$ cat config.mk
export PLATFORM = sky130hd
export DESIGN_NAME = uart32_port
export DESIGN_NICKNAME = d
export VERILOG_FILES = /design/src/rtl/uart32_pkg.sv /design/src/rtl/uart32_baud.sv /design/src/rtl/uart32_tx.sv /design/src/rtl/uart32_rx.sv /design/src/rtl/uart32_port.sv
export SDC_FILE = /design/constraint.sdc
export NUM_CORES = 1
export LEC_CHECK = 0
export BUFFER_PORTS_ARGS = -buffer_cell sky130_fd_sc_hd__buf_2
export CORE_AREA = 2 2 161 100
export CTS_CLUSTER_DIAMETER = 150
export DETAILED_ROUTE_END_ITERATION = 10
export DIE_AREA = 0 0 163 102
export PLACE_DENSITY = 0.53
export SETUP_SLACK_MARGIN = 0.15
export SKIP_CTS_REPAIR_TIMING = 1
export SYNTH_ARGS = -nofsm -noshare
export SYNTH_HDL_FRONTEND = slang
export SYNTH_HIERARCHICAL = 1
export SYNTH_SLANG_ARGS = --single-unit
$ cat constraint.sdc
create_clock -name clk -period 3.3 [get_ports clk]
set_input_delay 0.33 -clock clk [delete_from_list [all_inputs] [get_ports clk]]
set_output_delay 0.33 -clock clk [all_outputs]
set_load 0.005 [all_outputs]
$ cat src/rtl/uart32_pkg.sv
package uart32_pkg;
  typedef struct packed {
    logic two_stop;
    logic odd;
    logic par_en;
    logic char8;
  } cfg_t;

  typedef enum logic [2:0] {
    RX_IDLE, RX_START, RX_BITS, RX_STOP, RX_WAITH
  } rx_st_t;
endpackage

$ cat src/rtl/uart32_baud.sv
module uart32_baud #(
  parameter int DIV_W = 8
) (
  input  logic             clk,
  input  logic             rst_n,
  input  logic [DIV_W-1:0] div,
  output logic             tick
);
  logic [DIV_W-1:0] cnt_q, cnt_n;

  assign tick = (cnt_q == div);

  always_comb begin
    cnt_n = tick ? '0 : cnt_q + 1'b1;
  end

  always_ff @(posedge clk or negedge rst_n) begin
    if (!rst_n) cnt_q <= '0;
    else        cnt_q <= cnt_n;
  end
endmodule

$ cat src/rtl/uart32_tx.sv
module uart32_tx
  import uart32_pkg::*;
#(
  parameter int OVS = 32
) (
  input  logic       clk,
  input  logic       rst_n,
  input  logic       tick,
  input  cfg_t       cfg,
  input  logic       load,
  input  logic [7:0] din,
  output logic       txd,
  output logic       busy
);
  localparam int OW = $clog2(OVS);
  localparam int FW = 12;

  logic [FW-1:0] sr_q, sr_n, frame;
  logic [3:0]    left_q, left_n, len, nd;
  logic [OW-1:0] tc_q, tc_n;
  logic          busy_q, busy_n;
  logic [7:0]    dm;

  // frame image built from the configuration at load time
  always_comb begin
    nd    = cfg.char8 ? 4'd8 : 4'd7;
    dm    = {cfg.char8 & din[7], din[6:0]};
    frame = '1;
    frame[0] = 1'b0;
    for (int i = 0; i < 8; i++)
      if (i < 7 || cfg.char8) frame[i+1] = din[i];
    if (cfg.par_en) frame[nd+4'd1] = (^dm) ^ cfg.odd;
    len = nd + {3'b0, cfg.par_en} + 4'd2 + {3'b0, cfg.two_stop};
  end

  always_comb begin
    sr_n = sr_q; left_n = left_q; tc_n = tc_q; busy_n = busy_q;
    if (!busy_q && load) begin
      sr_n = frame; left_n = len; tc_n = '0; busy_n = 1'b1;
    end else if (busy_q && tick) begin
      if (tc_q == OW'(OVS-1)) begin
        tc_n   = '0;
        sr_n   = {1'b1, sr_q[FW-1:1]};
        left_n = left_q - 4'd1;
        if (left_q == 4'd1) busy_n = 1'b0;
      end else begin
        tc_n = tc_q + 1'b1;
      end
    end
  end

  always_ff @(posedge clk or negedge rst_n) begin
    if (!rst_n) begin
      sr_q <= '1; left_q <= '0; tc_q <= '0; busy_q <= 1'b0;
    end else begin
      sr_q <= sr_n; left_q <= left_n; tc_q <= tc_n; busy_q <= busy_n;
    end
  end

  assign busy = busy_q;
  assign txd  = busy_q ? sr_q[0] : 1'b1;
endmodule

$ cat src/rtl/uart32_rx.sv
module uart32_rx
  import uart32_pkg::*;
#(
  parameter int OVS = 32
) (
  input  logic       clk,
  input  logic       rst_n,
  input  logic       tick,
  input  cfg_t       cfg,
  input  logic       rxd,
  output logic       done,
  output logic [7:0] data,
  output logic       perr,
  output logic       ferr,
  output logic       brk
);
  localparam int OW   = $clog2(OVS);
  localparam int HALF = OVS / 2;

  rx_st_t        st_q, st_n;
  logic [OW-1:0] tc_q, tc_n;
  logic [3:0]    bi_q, bi_n, nd, ntot;
  logic [8:0]    sr_q, sr_n;
  logic          s1_q, s2_q, allz;

  always_comb begin
    nd   = cfg.char8 ? 4'd8 : 4'd7;
    ntot = nd + {3'b0, cfg.par_en};
    data = {cfg.char8 & sr_q[7], sr_q[6:0]};
    perr = cfg.par_en & (sr_q[nd] ^ (^data) ^ cfg.odd);
    allz = 1'b1;
    for (int i = 0; i < 9; i++)
      if (4'(i) < ntot && sr_q[i]) allz = 1'b0;
  end

  always_comb begin
    st_n = st_q; tc_n = tc_q; bi_n = bi_q; sr_n = sr_q;
    done = 1'b0; ferr = 1'b0; brk = 1'b0;
    case (st_q)
      RX_IDLE:
        if (!s2_q) begin st_n = RX_START; tc_n = '0; end
      RX_START:
        if (tick) begin
          if (tc_q == OW'(HALF-1)) begin
            if (!s2_q) begin st_n = RX_BITS; tc_n = '0; bi_n = '0; end
            else st_n = RX_IDLE;
          end else tc_n = tc_q + 1'b1;
        end
      RX_BITS:
        if (tick) begin
          if (tc_q == OW'(OVS-1)) begin
            sr_n[bi_q] = s2_q;
            tc_n = '0;
            if (bi_q == ntot - 4'd1) st_n = RX_STOP;
            else bi_n = bi_q + 4'd1;
          end else tc_n = tc_q + 1'b1;
        end
      RX_STOP:
        if (tick) begin
          if (tc_q == OW'(OVS-1)) begin
            tc_n = '0;
            if (s2_q) begin done = 1'b1; st_n = RX_IDLE; end
            else begin
              if (allz) brk = 1'b1; else ferr = 1'b1;
              st_n = RX_WAITH;
            end
          end else tc_n = tc_q + 1'b1;
        end
      default:
        if (s2_q) st_n = RX_IDLE;
    endcase
  end

  always_ff @(posedge clk or negedge rst_n) begin
    if (!rst_n) begin
      s1_q <= 1'b1; s2_q <= 1'b1; st_q <= RX_IDLE;
      tc_q <= '0; bi_q <= '0; sr_q <= '0;
    end else begin
      s1_q <= rxd; s2_q <= s1_q; st_q <= st_n;
      tc_q <= tc_n; bi_q <= bi_n; sr_q <= sr_n;
    end
  end
endmodule

$ cat src/rtl/uart32_port.sv
module uart32_port
  import uart32_pkg::*;
#(
  parameter int DIV_W = 8,
  parameter int OVS   = 32
) (
  input  logic       clk,
  input  logic       rst_n,
  input  logic       wr_en,
  input  logic       rd_en,
  input  logic [1:0] addr,
  input  logic [7:0] wdata,
  output logic [7:0] rdata,
  input  logic       rxd,
  output logic       txd,
  output logic       irq_tx,
  output logic       irq_rx,
  output logic       irq_brk,
  output logic       irq_err,
  output logic       dma_tx_req,
  output logic       dma_rx_req
);
  logic [3:0]       ctrl_q, ctrl_n;
  logic [DIV_W-1:0] div_q, div_n;
  logic [7:0]       rbuf_q, rbuf_n, rx_data;
  logic             full_q, full_n;
  logic [3:0]       flg_q, flg_n;   // {overrun, parity, framing, break}
  logic             tick, tx_busy, rx_done, rx_perr, rx_ferr, rx_brk;
  logic             wr_dat, rd_dat;
  cfg_t             cfg;

  assign cfg    = cfg_t'(ctrl_q);
  assign wr_dat = wr_en && addr == 2'd0;
  assign rd_dat = rd_en && addr == 2'd0;

  uart32_baud #(.DIV_W(DIV_W)) u_baud (
    .clk(clk), .rst_n(rst_n), .div(div_q), .tick(tick));

  uart32_tx #(.OVS(OVS)) u_tx (
    .clk(clk), .rst_n(rst_n), .tick(tick), .cfg(cfg), .load(wr_dat),
    .din(wdata), .txd(txd), .busy(tx_busy));

  uart32_rx #(.OVS(OVS)) u_rx (
    .clk(clk), .rst_n(rst_n), .tick(tick), .cfg(cfg), .rxd(rxd),
    .done(rx_done), .data(rx_data), .perr(rx_perr), .ferr(rx_ferr),
    .brk(rx_brk));

  always_comb begin
    ctrl_n = ctrl_q; div_n = div_q; rbuf_n = rbuf_q;
    full_n = full_q && !rd_dat;
    flg_n  = flg_q;
    if (wr_en && addr == 2'd1) ctrl_n = wdata[3:0];
    if (wr_en && addr == 2'd3) div_n  = DIV_W'(wdata);
    if (wr_en && addr == 2'd2) flg_n  = flg_q & ~wdata[5:2];
    if (rx_brk)  flg_n[0] = 1'b1;
    if (rx_ferr) flg_n[1] = 1'b1;
    if (rx_done) begin
      if (full_q) flg_n[3] = 1'b1;
      else begin
        rbuf_n   = rx_data;
        full_n   = 1'b1;
        flg_n[2] = flg_n[2] | rx_perr;
      end
    end
  end

  always_ff @(posedge clk or negedge rst_n) begin
    if (!rst_n) begin
      ctrl_q <= 4'h1; div_q <= '0; rbuf_q <= '0; full_q <= 1'b0; flg_q <= '0;
    end else begin
      ctrl_q <= ctrl_n; div_q <= div_n; rbuf_q <= rbuf_n;
      full_q <= full_n; flg_q <= flg_n;
    end
  end

  always_comb begin
    case (addr)
      2'd0:    rdata = rbuf_q;
      2'd1:    rdata = {4'b0, ctrl_q};
      2'd2:    rdata = {2'b0, flg_q, full_q, !tx_busy};
      default: rdata = 8'(div_q);
    endcase
  end

  assign irq_tx     = !tx_busy;
  assign irq_rx     = full_q;
  assign irq_brk    = flg_q[0];
  assign irq_err    = |flg_q[3:1];
  assign dma_tx_req = !tx_busy;
  assign dma_rx_req = full_q;
endmodule

-- Word level (Yosys, flattened, before mapping)
Index checks and enable logic that the tools add are counted.
- multiplexer cells: 83
- reductions and logical operators: 42
- magnitude comparators: 14
- bitwise operators: 10
- $add $sub $neg: 10
- equal/unequal tests: 23
- operator list (operator ; count):
    $mux 12 ; 4
    $mux 4 ; 11
    $mux 5 ; 8
    $mux 1 ; 38
    $mux 3 ; 10
    $pmux 8 s3 ; 1
    $logic_and 1x1->1 ; 19
    $lt 3x4->1 const A ; 4
    $reduce_xor 8->1 ; 2
    $lt 4x5->1 const B ; 3
    $pmux 5 s3 ; 1
    $bwmux 12 ; 1
    $ne 2x2->1 const B ; 6
    $pmux 3 s4 ; 1
    $reduce_bool 2->1 ; 6
    $add 5x1->5 const B ; 2
    $eq 5x5->1 const B ; 2
    $ne 2x1->1 const B ; 5
    $bwmux 9 ; 1
    $reduce_and 3->1 ; 3
    $reduce_and 9->1 ; 1
    $add 4x1->4 ; 2
    $add 4x1->4 const B ; 2
    $add 8x1->8 const B ; 1
    34 further kinds ; 48
- register bits: 78
- bits of input ports: 15

-- Longest topological paths before layout
Gate-level depths: netlist (run 1).
- word-level depth: 19
- depth in mapped cells: 10

-- By module
Netlist (run 1), hierarchy kept.
- by module, submodules not included (module ; instances ; cells each ; area each (µm²)):
    uart32_rx ; 1 ; 160 ; 1592.8
    uart32_port ; 1 ; 79 ; 1239.9
    uart32_tx ; 1 ; 122 ; 1131.1
    uart32_baud ; 1 ; 44 ; 489.2

-- Worst setup path before layout (run 1)
No wires, ideal clock.
- kind: register to register
- start: reg u_baud.cnt_q[3]
- end: reg rbuf_q[0]
- path slack: 328 ps
- stages on the path, launching flop included: 11
- required time: 3175 ps
- library setup time: 125 ps
- clock period less this slack: 2972 ps
- data arrival time: 2847 ps
- cells stage by stage: dfrtp_1 -> buf_6 -> xor2_2 -> nor4_4 -> and2_1 -> nand2_1 -> or4_1 -> nor2_1 -> nor2b_1 -> buf_2 -> mux2_2
- cells in the longest elaborated chain, start to end: 4
- ends and longest elaborated chain (item ; line ; RTL):
    start: declaration ; uart32_baud.sv:9 ; logic [DIV_W-1:0] cnt_q, cnt_n;
    start signal: assignment ; uart32_baud.sv:19 ; else cnt_q <= cnt_n;
    $eq 8x8->1 ; uart32_baud.sv:11 ; assign tick = (cnt_q == div);
    named net tick ; uart32_port.sv:28 ; logic tick, tx_busy, rx_done, rx_perr, rx_ferr, rx_brk;
    $mux 1 ; uart32_rx.sv:59 ; if (tick) begin
    $mux 1 ; uart32_rx.sv:39 ; case (st_q)
    named net rx_done ; uart32_port.sv:28 ;
    $reduce_and 2->1 (no source line) ; - ;
    end signal: assignment ; uart32_port.sv:71 ; ctrl_q <= ctrl_n; div_q <= div_n; rbuf_q <= rbuf_n;
    end: declaration ; uart32_port.sv:25 ; logic [7:0] rbuf_q, rbuf_n, rx_data;
The timed path passes the listed nets, and every way through them passes these cells.
A chain may end at the register's enable or synchronous reset.

-- Worst setup path after layout (run 1)
Same ends and word-level chain as after synthesis.

==> results of run 1 <==
## registers in the layout, summed over array words and instances (netlist names), 5 cells and up
name and count:
u_tx/tc_q 5, u_rx/tc_q 5, div_q 8, u_rx/sr_q 9
u_baud/cnt_q 8, rbuf_q 8, u_tx/sr_q 10
## worst paths after layout
check / to / cells after the start / startpoint / slack, ns
min in group asynchronous: u_rx/sr_q[4] / 1 / rst_n / 0.14
min: u_rx/s1_q / 1 / rxd / 0.1
min reg2reg: u_rx/s2_q / 0 / u_rx/s1_q / 0.36
max reg2reg: rbuf_q[0] / 9 / u_baud/cnt_q[3] / 0.49
max in group asynchronous: div_q[4] / 1 / rst_n / 2.52
max: rbuf_q[0] / 9 / u_baud/cnt_q[3] / 0.49
## per-layer routing
metal | wire [um] | share of wire | up-vias
met3 | 661 | 0.065 | 5
met1 | 5480 | 0.54 | 1520
met4 | 35 | 0.0035 | 0
met2 | 3930 | 0.39 | 77
li1 | - | - | 1480
met5 | 0 | 0 | -
## cell families after synthesis
logic type               after synthesis  synth area share
multiplexers                          40             0.120
adder cells (fa/ha/maj)               19            0.0551
buffers and inverters                 47            0.0593
AO/OA/AOI/OAI                         70             0.112
flip-flops                            76             0.431
XOR/XNOR                              33            0.0697
AND/OR/NAND/NOR                      120             0.154
## cells in the mapped netlist (3+ instances only)
library cell / instances
sky130_fd_sc_hd__nand2_1: 34
sky130_fd_sc_hd__dfstp_2: 13
sky130_fd_sc_hd__a221o_1: 5
sky130_fd_sc_hd__nand2b_1: 3
sky130_fd_sc_hd__nor3_1: 8
sky130_fd_sc_hd__mux2i_1: 6
sky130_fd_sc_hd__nand4b_1: 5
sky130_fd_sc_hd__mux2_1: 6
sky130_fd_sc_hd__ha_1: 18
sky130_fd_sc_hd__buf_4: 11
sky130_fd_sc_hd__or3b_1: 3
sky130_fd_sc_hd__mux2_4: 8
sky130_fd_sc_hd__mux2_2: 16
sky130_fd_sc_hd__o2bb2ai_1: 3
sky130_fd_sc_hd__a211oi_1: 3
sky130_fd_sc_hd__inv_1: 20
sky130_fd_sc_hd__a22oi_1: 3
sky130_fd_sc_hd__xnor2_1: 18
sky130_fd_sc_hd__a31oi_1: 8
sky130_fd_sc_hd__mux4_1: 4
sky130_fd_sc_hd__clkbuf_1: 6
sky130_fd_sc_hd__or3_1: 5
sky130_fd_sc_hd__and3_1: 5
sky130_fd_sc_hd__nand3_1: 10
sky130_fd_sc_hd__a22o_1: 9
sky130_fd_sc_hd__buf_6: 3
sky130_fd_sc_hd__a21o_1: 4
sky130_fd_sc_hd__a21oi_1: 11
sky130_fd_sc_hd__buf_2: 6
sky130_fd_sc_hd__and2_1: 5
sky130_fd_sc_hd__nor2b_1: 3
sky130_fd_sc_hd__xor2_1: 13
sky130_fd_sc_hd__dfrtp_1: 63
sky130_fd_sc_hd__nor2_1: 21
sky130_fd_sc_hd__o21ai_0: 12
## through the flow
stage	hold WS (ns)	cells	utilization
finish	0.0993	632	0.333
global route	0.0885	632	0.333
CTS	0.0855	632	0.333
detailed placement	0.347	616	0.312
global placement	0.351	616	0.312
floorplan	0.0344	405	-
## power groups by stage
stage / Clock [mW] / Sequential [mW] / Combinational, mW
floorplan: 0 / 1.17 / 0.414
global placement: 0 / 1.21 / 0.513
detailed placement: 0 / 1.22 / 0.520
CTS: 1.07 / 1.20 / 0.525
global route: 1.11 / 1.23 / 0.582
finish: 1.04 / 1.20 / 0.519
## layout make-up
type	instances	area share
well taps	203	0.0505
clock inverters	7	0.0182
multi-input cells	282	0.452
flip-flops and latches	76	0.382
inverters	20	0.0149
clock buffers	9	0.0448
repair buffers	35	0.0383
## worst reg2reg max path, stage by stage (launching register included)
cell and delay, ns:
sky130_fd_sc_hd__dfrtp_1 0.47, sky130_fd_sc_hd__xor2_2 0.19, sky130_fd_sc_hd__nor4_4 0.29, sky130_fd_sc_hd__and2_1 0.20
sky130_fd_sc_hd__nand2_1 0.17, sky130_fd_sc_hd__or4_1 0.51, sky130_fd_sc_hd__nor2_1 0.19, sky130_fd_sc_hd__nor2b_1 0.15
sky130_fd_sc_hd__buf_4 0.18, sky130_fd_sc_hd__mux2_2 0.35
==> metrics.log, run 1 <==
INFO  metric synth.top_cells.by_area = sky130_fd_sc_hd__dfrtp_1 35%, sky130_fd_sc_hd__dfstp_2 7.7%, sky130_fd_sc_hd__ha_1 5.1%, sky130_fd_sc_hd__mux2_2 4.0%, sky130_fd_sc_hd__xnor2_1 3.5%
INFO  metric global_route_wire_length_before_repair = about 17000 um
INFO  metric cp_max_fo = 9
INFO  metric slowest_delay = just over 0.5 ns
INFO  metric final.setup.tns = 0 ns
INFO  metric ys_seq_elements = 76
INFO  metric pwr-share-seq = 0.435
INFO  metric synth_edf_count = 0
INFO  metric multi_input_area = ~0.0023 sq mm
INFO  metric switching_share = 0.288
INFO  metric postLayoutSetupSlackWorst = 0.495 ns
INFO  metric post_drt_wl_per_cell = about 16 um
INFO  metric die-area = roughly 0.017 sq mm
INFO  metric grt_setup_unrepaired = false
INFO  metric postSynthCellCount = between 400 and 500
INFO  metric grt_usage = 0.130
INFO  metric clk-insertion-delay-late = around 0.33 ns
INFO  metric firstDrtPassIters = 4
INFO  metric syn_area_per_cell = 11.0 sq um
INFO  metric synthToLayoutAreaGrowth = 12.9%
INFO  metric endpoint_kind = flip-flop
INFO  metric routed-via-count = between 3000 and 4000
INFO  metric cts_root_buffer = sky130_fd_sc_hd__clkbuf_16
INFO  metric timing_worst_slew_pin_value = between 0.9 and 1 ns
INFO  metric cts-htree-levels = 3
INFO  metric route.final.wire_length = approximately 10000 um
INFO  metric place.port_buffers = 29
INFO  metric clock_sink_count = 76
INFO  metric crit_family = simple AND/OR/NAND/NOR gates
INFO  metric worst_hold_path_type = input pin to flip-flop
INFO  metric drc = 0
INFO  metric cp-start-kind = flip-flop
INFO  metric count_of_final_max_slew_check_failures = 0
INFO  metric switching_power = slightly below 800 uW
INFO  metric pre_cts_slack = approximately 0.48 ns
INFO  metric critPathBufInv = 1
INFO  metric use_met3 = 0.0373
INFO  metric synth.cell_area = roughly 0.0045 sq mm
INFO  metric mappedNetlistNets = 439
INFO  metric drive_above_1_share = 0.224
INFO  metric dpl-instance-area = 0.00471 sq mm
INFO  metric grt_pass1_vias = ~3000
INFO  metric number_of_setup_violations_in_the_final_report = 0
INFO  metric slew_headroom = 0.350
INFO  metric status = complete, no violations
INFO  metric clock_pin_slew_on_the_worst_setup_and_hold_paths = roughly 0.06 ns
INFO  metric p_total = 2.76 mW
INFO  metric route.detailed.vias_per_inst = between 4 and 5
INFO  metric pwr-share-comb = 0.188
INFO  metric fillCellCount = about 1500
INFO  metric cp_slowest_cell = sky130_fd_sc_hd__or4_1
INFO  metric detailedPlacementHpwl = about 7500 um
INFO  metric chipHeight = 102 um
INFO  metric seq_area_frac_synth = 0.431
INFO  metric final_min_period_over_clock_period = 0.850
INFO  metric drtIter0Drc = around 190
INFO  metric worst_ep_arrival_time = 3.02 ns
INFO  metric yosysTopAreaCellShare = 0.354
INFO  metric cts_tree = yes
INFO  metric type_of_the_setup_path_with_the_least_slack = flip-flop to flip-flop
INFO  metric groute.layer.met2.usage = 0.169
INFO  metric hold_viol_final = 0
INFO  metric areal_power_density_over_the_cells = between 500 and 600 mW/mm^2
INFO  metric grt.busiest_layer = met1
INFO  metric grt_antenna_before_repair = 0
INFO  metric critical_path.cell_chain = xor2_2 > nor4_4 > and2_1 > nand2_1 > or4_1 > nor2_1 > nor2b_1 > buf_4 > mux2_2
INFO  metric antenna_diodes = 0
INFO  metric most_frequent_standard_cell_in_the_layout_excluding_fill_and_tap_cells = sky130_fd_sc_hd__dfrtp_1
INFO  metric leakage = between 2 and 2.5 nW
INFO  metric antenna_left = 0
INFO  metric netlist.top_cell.by_area = sky130_fd_sc_hd__dfrtp_1
INFO  metric row_count = 35
INFO  metric synth_async_reset_ratio = 1.00
INFO  metric design_area = roughly 0.0050 sq mm
INFO  metric finalCriticalPeriod = between 2 and 3 ns
INFO  metric synthFlopType = sky130_fd_sc_hd__dfrtp_1
INFO  metric top_level_ports = 30
INFO  metric ir_drop = around 0.00023 V
INFO  metric fin_nets = ~460
INFO  metric clock_power_share = 0.377
INFO  metric ff_latch_area = approximately 0.0019 sq mm
INFO  metric grt_max_degree = 77
INFO  metric mostFrequentLayoutCells = 63 x sky130_fd_sc_hd__dfrtp_1, 34 x sky130_fd_sc_hd__nand2_1, 28 x sky130_fd_sc_hd__buf_2, 21 x sky130_fd_sc_hd__nor2_1, 20 x sky130_fd_sc_hd__inv_1
INFO  metric maxCapViolations = 0
INFO  metric dieWidth = 163 um
INFO  metric maxClockFrequency = about 360 MHz
INFO  metric required = ~3.5 ns
INFO  metric globalplace.congestion = between 0.8 and 0.9
INFO  metric post_synth_num_cell_types = 60
INFO  metric cts_buffers = 9
INFO  metric grt_use_met1 = 0.208
INFO  metric cts.path.max_buffers = 2
INFO  metric fp.coreArea = approximately 0.015 sq mm
INFO  metric start_util = 0.295
INFO  metric p_int = 1.97 mW
INFO  metric yosys_warnings = 6
INFO  metric grt_overflow = 0
INFO  metric worst_clock_skew = between 0.006 and 0.007 ns
No activity file was read; power rests on OpenSTA's default activity.
==> run 2, diff against run 1 <==
--- a/config.mk
+++ b/config.mk
@@ -6,13 +6,13 @@
 export NUM_CORES = 1
 export LEC_CHECK = 0
 export BUFFER_PORTS_ARGS = -buffer_cell sky130_fd_sc_hd__buf_2
+export CAP_MARGIN = 10
 export CORE_AREA = 2 2 161 100
 export CTS_CLUSTER_DIAMETER = 150
 export DETAILED_ROUTE_END_ITERATION = 10
 export DIE_AREA = 0 0 163 102
-export PLACE_DENSITY = 0.53
+export PLACE_DENSITY = 0.52
 export SETUP_SLACK_MARGIN = 0.15
-export SKIP_CTS_REPAIR_TIMING = 1
 export SYNTH_ARGS = -nofsm -noshare
 export SYNTH_HDL_FRONTEND = slang
 export SYNTH_HIERARCHICAL = 1
==> run 2 against run 1 <==
Net effect:
- sequential power is essentially flat
- setup slack lost 0.0048 ns
- flip-flop and latch count is the same
- cell area shrank 0.70%
- clock power shrank 9.6%
- routed wire length grew 3.3%
- clock-buffer cell count grew 4
- critical endpoint is now rbuf_q[5]
- highest routed layer unchanged
==> metrics.log, run 2 (synthesized netlist as in run 1, its figures left out) <==
INFO  metric cts_resized = 0
INFO  metric most_frequent_standard_cell_in_the_layout_excluding_fill_and_tap_cells = sky130_fd_sc_hd__dfrtp_1
INFO  metric fp.coreArea = 0.0151 sq mm (unchanged)
INFO  metric final_min_period_over_clock_period = 0.852 (+0.00145)
INFO  metric largestRegisters = u_tx/sr_q: 10 flops, u_rx/sr_q: 9 flops
INFO  metric maxClockFrequency = 356 MHz (-0.17%)
INFO  metric critical_path.cell_chain = xor2_2 > nor4_4 > and2_1 > nand2_1 > or4_1 > nor2_1 > nor2b_1 > buf_4 > mux2_2
INFO  metric chipHeight = 102 um (unchanged)
INFO  metric holdCritStartpoint = rxd
INFO  metric firstDrtPassIters = 5 (+1)
INFO  metric min_path_cells = 1 (unchanged)
INFO  metric slew_headroom = 0.332 (-0.0181)
INFO  metric dieWidth = 163 um (unchanged)
INFO  metric die-area = 0.0166 sq mm (unchanged)
INFO  metric antenna_left = 0 (unchanged)
INFO  metric cts-htree-levels = 3 (unchanged)
INFO  metric worst_hold_path_type = input pin to flip-flop
INFO  metric type_of_the_setup_path_with_the_least_slack = flip-flop to flip-flop
INFO  metric global_route_wire_length_before_repair = 17200 um (+3.2%)
INFO  metric source_of_the_worst_register_to_register_timing_path = u_baud/cnt_q[3]
INFO  metric detailedPlacementHpwl = 7550 um (about the same)
INFO  metric place.port_buffers = 29 (unchanged)
INFO  metric route.detailed.vias_per_inst = 4.88 (+0.16%)
INFO  metric worst_clock_skew = 0.00827 ns (+0.00186 ns)
INFO  metric reg2reg_to = rbuf_q[5]
INFO  metric globalplace.congestion = 0.788 (-2.7%)
INFO  metric grt_max_degree = 77 (unchanged)
INFO  metric hold_viol_final = 0 (unchanged)
INFO  metric grt_overflow = 0 (unchanged)
INFO  metric pre_cts_slack = 0.487 ns (+0.00557 ns)
INFO  metric top_level_ports = 30 (unchanged)
INFO  metric drc = 0 (unchanged)
INFO  metric clk-insertion-delay-late = 0.35 ns (+0.02 ns)
INFO  metric grt_antenna_before_repair = 0 (unchanged)
INFO  metric postLayoutSetupSlackWorst = 0.490 ns (-0.00478 ns)
INFO  metric drtIter0Drc = 238 (+24%)
INFO  metric cp-start-kind = flip-flop
INFO  metric number_of_flip_flops_in_the_largest_register = 10 (unchanged)
INFO  metric endpoint_kind = flip-flop
INFO  metric row_count = 35 (unchanged)
INFO  metric post-cts-setup-buffers = 0
INFO  metric finalCriticalPeriod = 2.81 ns (+0.00478 ns)
INFO  metric maxCapViolations = 0 (unchanged)
INFO  metric cp_slowest_cell = sky130_fd_sc_hd__or4_1
INFO  metric clock_sink_count = 76 (unchanged)
INFO  metric critPathBufInv = 1 (unchanged)
INFO  metric mostFrequentLayoutCells = 63 x sky130_fd_sc_hd__dfrtp_1, 34 x sky130_fd_sc_hd__nand2_1, 28 x sky130_fd_sc_hd__buf_2, 21 x sky130_fd_sc_hd__nor2_1, 20 x sky130_fd_sc_hd__inv_1
INFO  metric worst_ep_arrival_time = 3.03 ns (about the same)
INFO  metric cts_root_buffer = sky130_fd_sc_hd__clkbuf_16
INFO  metric route.final.wire_length = 10400 um (+3.3%)
INFO  metric cp_max_fo = 9 (unchanged)
INFO  metric count_of_final_max_slew_check_failures = 0 (unchanged)
INFO  metric slowest_delay = 0.51 ns (about the same)
INFO  metric ir_drop = 0.000206 V (-8.6%)
INFO  metric fin_nets = 458 (unchanged)
INFO  metric grt_usage = 0.136 (+0.00592)
INFO  metric timing_worst_slew_pin_value = 1.00 ns (+0.0271 ns)
INFO  metric required = 3.52 ns (about the same)
INFO  metric clock_pin_slew_on_the_worst_setup_and_hold_paths = 0.06 ns (about the same)
INFO  metric timing.hold.worst_endpoint = u_rx/s1_q
INFO  metric areal_power_density_over_the_cells = 534 mW/mm^2 (-2.7%)
INFO  metric cts.path.max_buffers = 2 (unchanged)
INFO  metric post_drt_wl_per_cell = 16.5 um (+3.3%)
INFO  metric leakage = 2.28 nW (-0.84%)
INFO  metric ff2ff_setup_slack = 0.49 ns (about the same)
INFO  metric start_util = 0.295 (unchanged)
INFO  metric crit_family = simple AND/OR/NAND/NOR gates
INFO  metric cts_buffers = 9 (unchanged)
INFO  metric status = complete, no violations
INFO  metric cts_hold_buf = 0
INFO  metric synthToLayoutAreaGrowth = 12.1%
INFO  metric cts_tree = yes
INFO  metric drive_above_1_share = 0.219 (-0.00466)
INFO  metric grt_pass1_vias = 3019 (-0.92%)
INFO  metric antenna_diodes = 0 (unchanged)
INFO  metric final.setup.tns = 0 ns (unchanged)
INFO  metric grt_setup_unrepaired = false
INFO  metric largest_register = u_tx/sr_q
INFO  metric routed-via-count = 3087 (+0.16%)
INFO  metric number_of_setup_violations_in_the_final_report = 0 (unchanged)
INFO  metric ff2ff_path_depth = 9 (unchanged)
==> run 2: worst max-delay path by stage <==
stage / start / endpoint / slack, ns / cells after the start
floorplan: u_baud/cnt_q[3] / rbuf_q[0] / 0.33 / 10
global placement: u_baud/cnt_q[3] / rbuf_q[0] / 0.55 / 9
detailed placement: u_baud/cnt_q[3] / rbuf_q[5] / 0.49 / 9
CTS: u_baud/cnt_q[3] / rbuf_q[5] / 0.47 / 9
global route: u_baud/cnt_q[3] / rbuf_q[3] / 0.28 / 9
finish: u_baud/cnt_q[3] / rbuf_q[5] / 0.49 / 9
==> run 2: metrics by stage <==
step / utilization / cells / hold slack (ns) / power, mW / instance area [sq um]
6_report: 0.330 / 632 / 0.0887 / 2.67 / 4990
5_1_grt: 0.330 / 632 / 0.0688 / 2.83 / 4990
4_1_cts: 0.330 / 632 / 0.0733 / 2.70 / 4990
3_5_place_dp: 0.312 / 616 / 0.347 / 1.74 / 4710
3_3_place_gp: 0.312 / 616 / 0.348 / 1.72 / 4710
2_1_floorplan: - / 405 / 0.0344 / 1.58 / 4450
==> run 2: area by class of cell <==
cell class	instances	area (sq um)
multi-input combinational	282	2270
clock inverter	3	21.3
tap	203	254
fill	1535	10100
clock buffer	13	260
inverter	20	75.1
timing repair buffer	35	193
sequential	76	1920
==> run 2: worst reg2reg max path: cells and delay by family, from the launching register on <==
| family | cells | cell delay, ns |
|---|---|---|
| xor+xnor | 1 | 0.19 |
| buf+inv | 1 | 0.19 |
| flops | 1 | 0.46 |
| mux | 1 | 0.35 |
| simple gates | 6 | 1.49 |
==> run 2: report_power, final <==
| part | switching, mW | total [mW] | leakage, nW | internal (mW) |
|---|---|---|---|---|
| clock | 0.389 | 0.940 | 0.136 | 0.551 |
| combinational | 0.268 | 0.521 | 1.20 | 0.253 |
| sequential | 0.151 | 1.21 | 0.947 | 1.05 |
| total | 0.808 | 2.67 | 2.28 | 1.86 |
==> run 2: metal layers <==
layer | vias to the layer above | share of wire | global-route usage
met3 | 10 | 0.037 | 0.0386
met4 | 0 | 0.0095 | 0.0340
li1 | 1488 | - | -
met5 | - | 0 | 0
met2 | 52 | 0.40 | 0.178
met1 | 1537 | 0.56 | 0.215
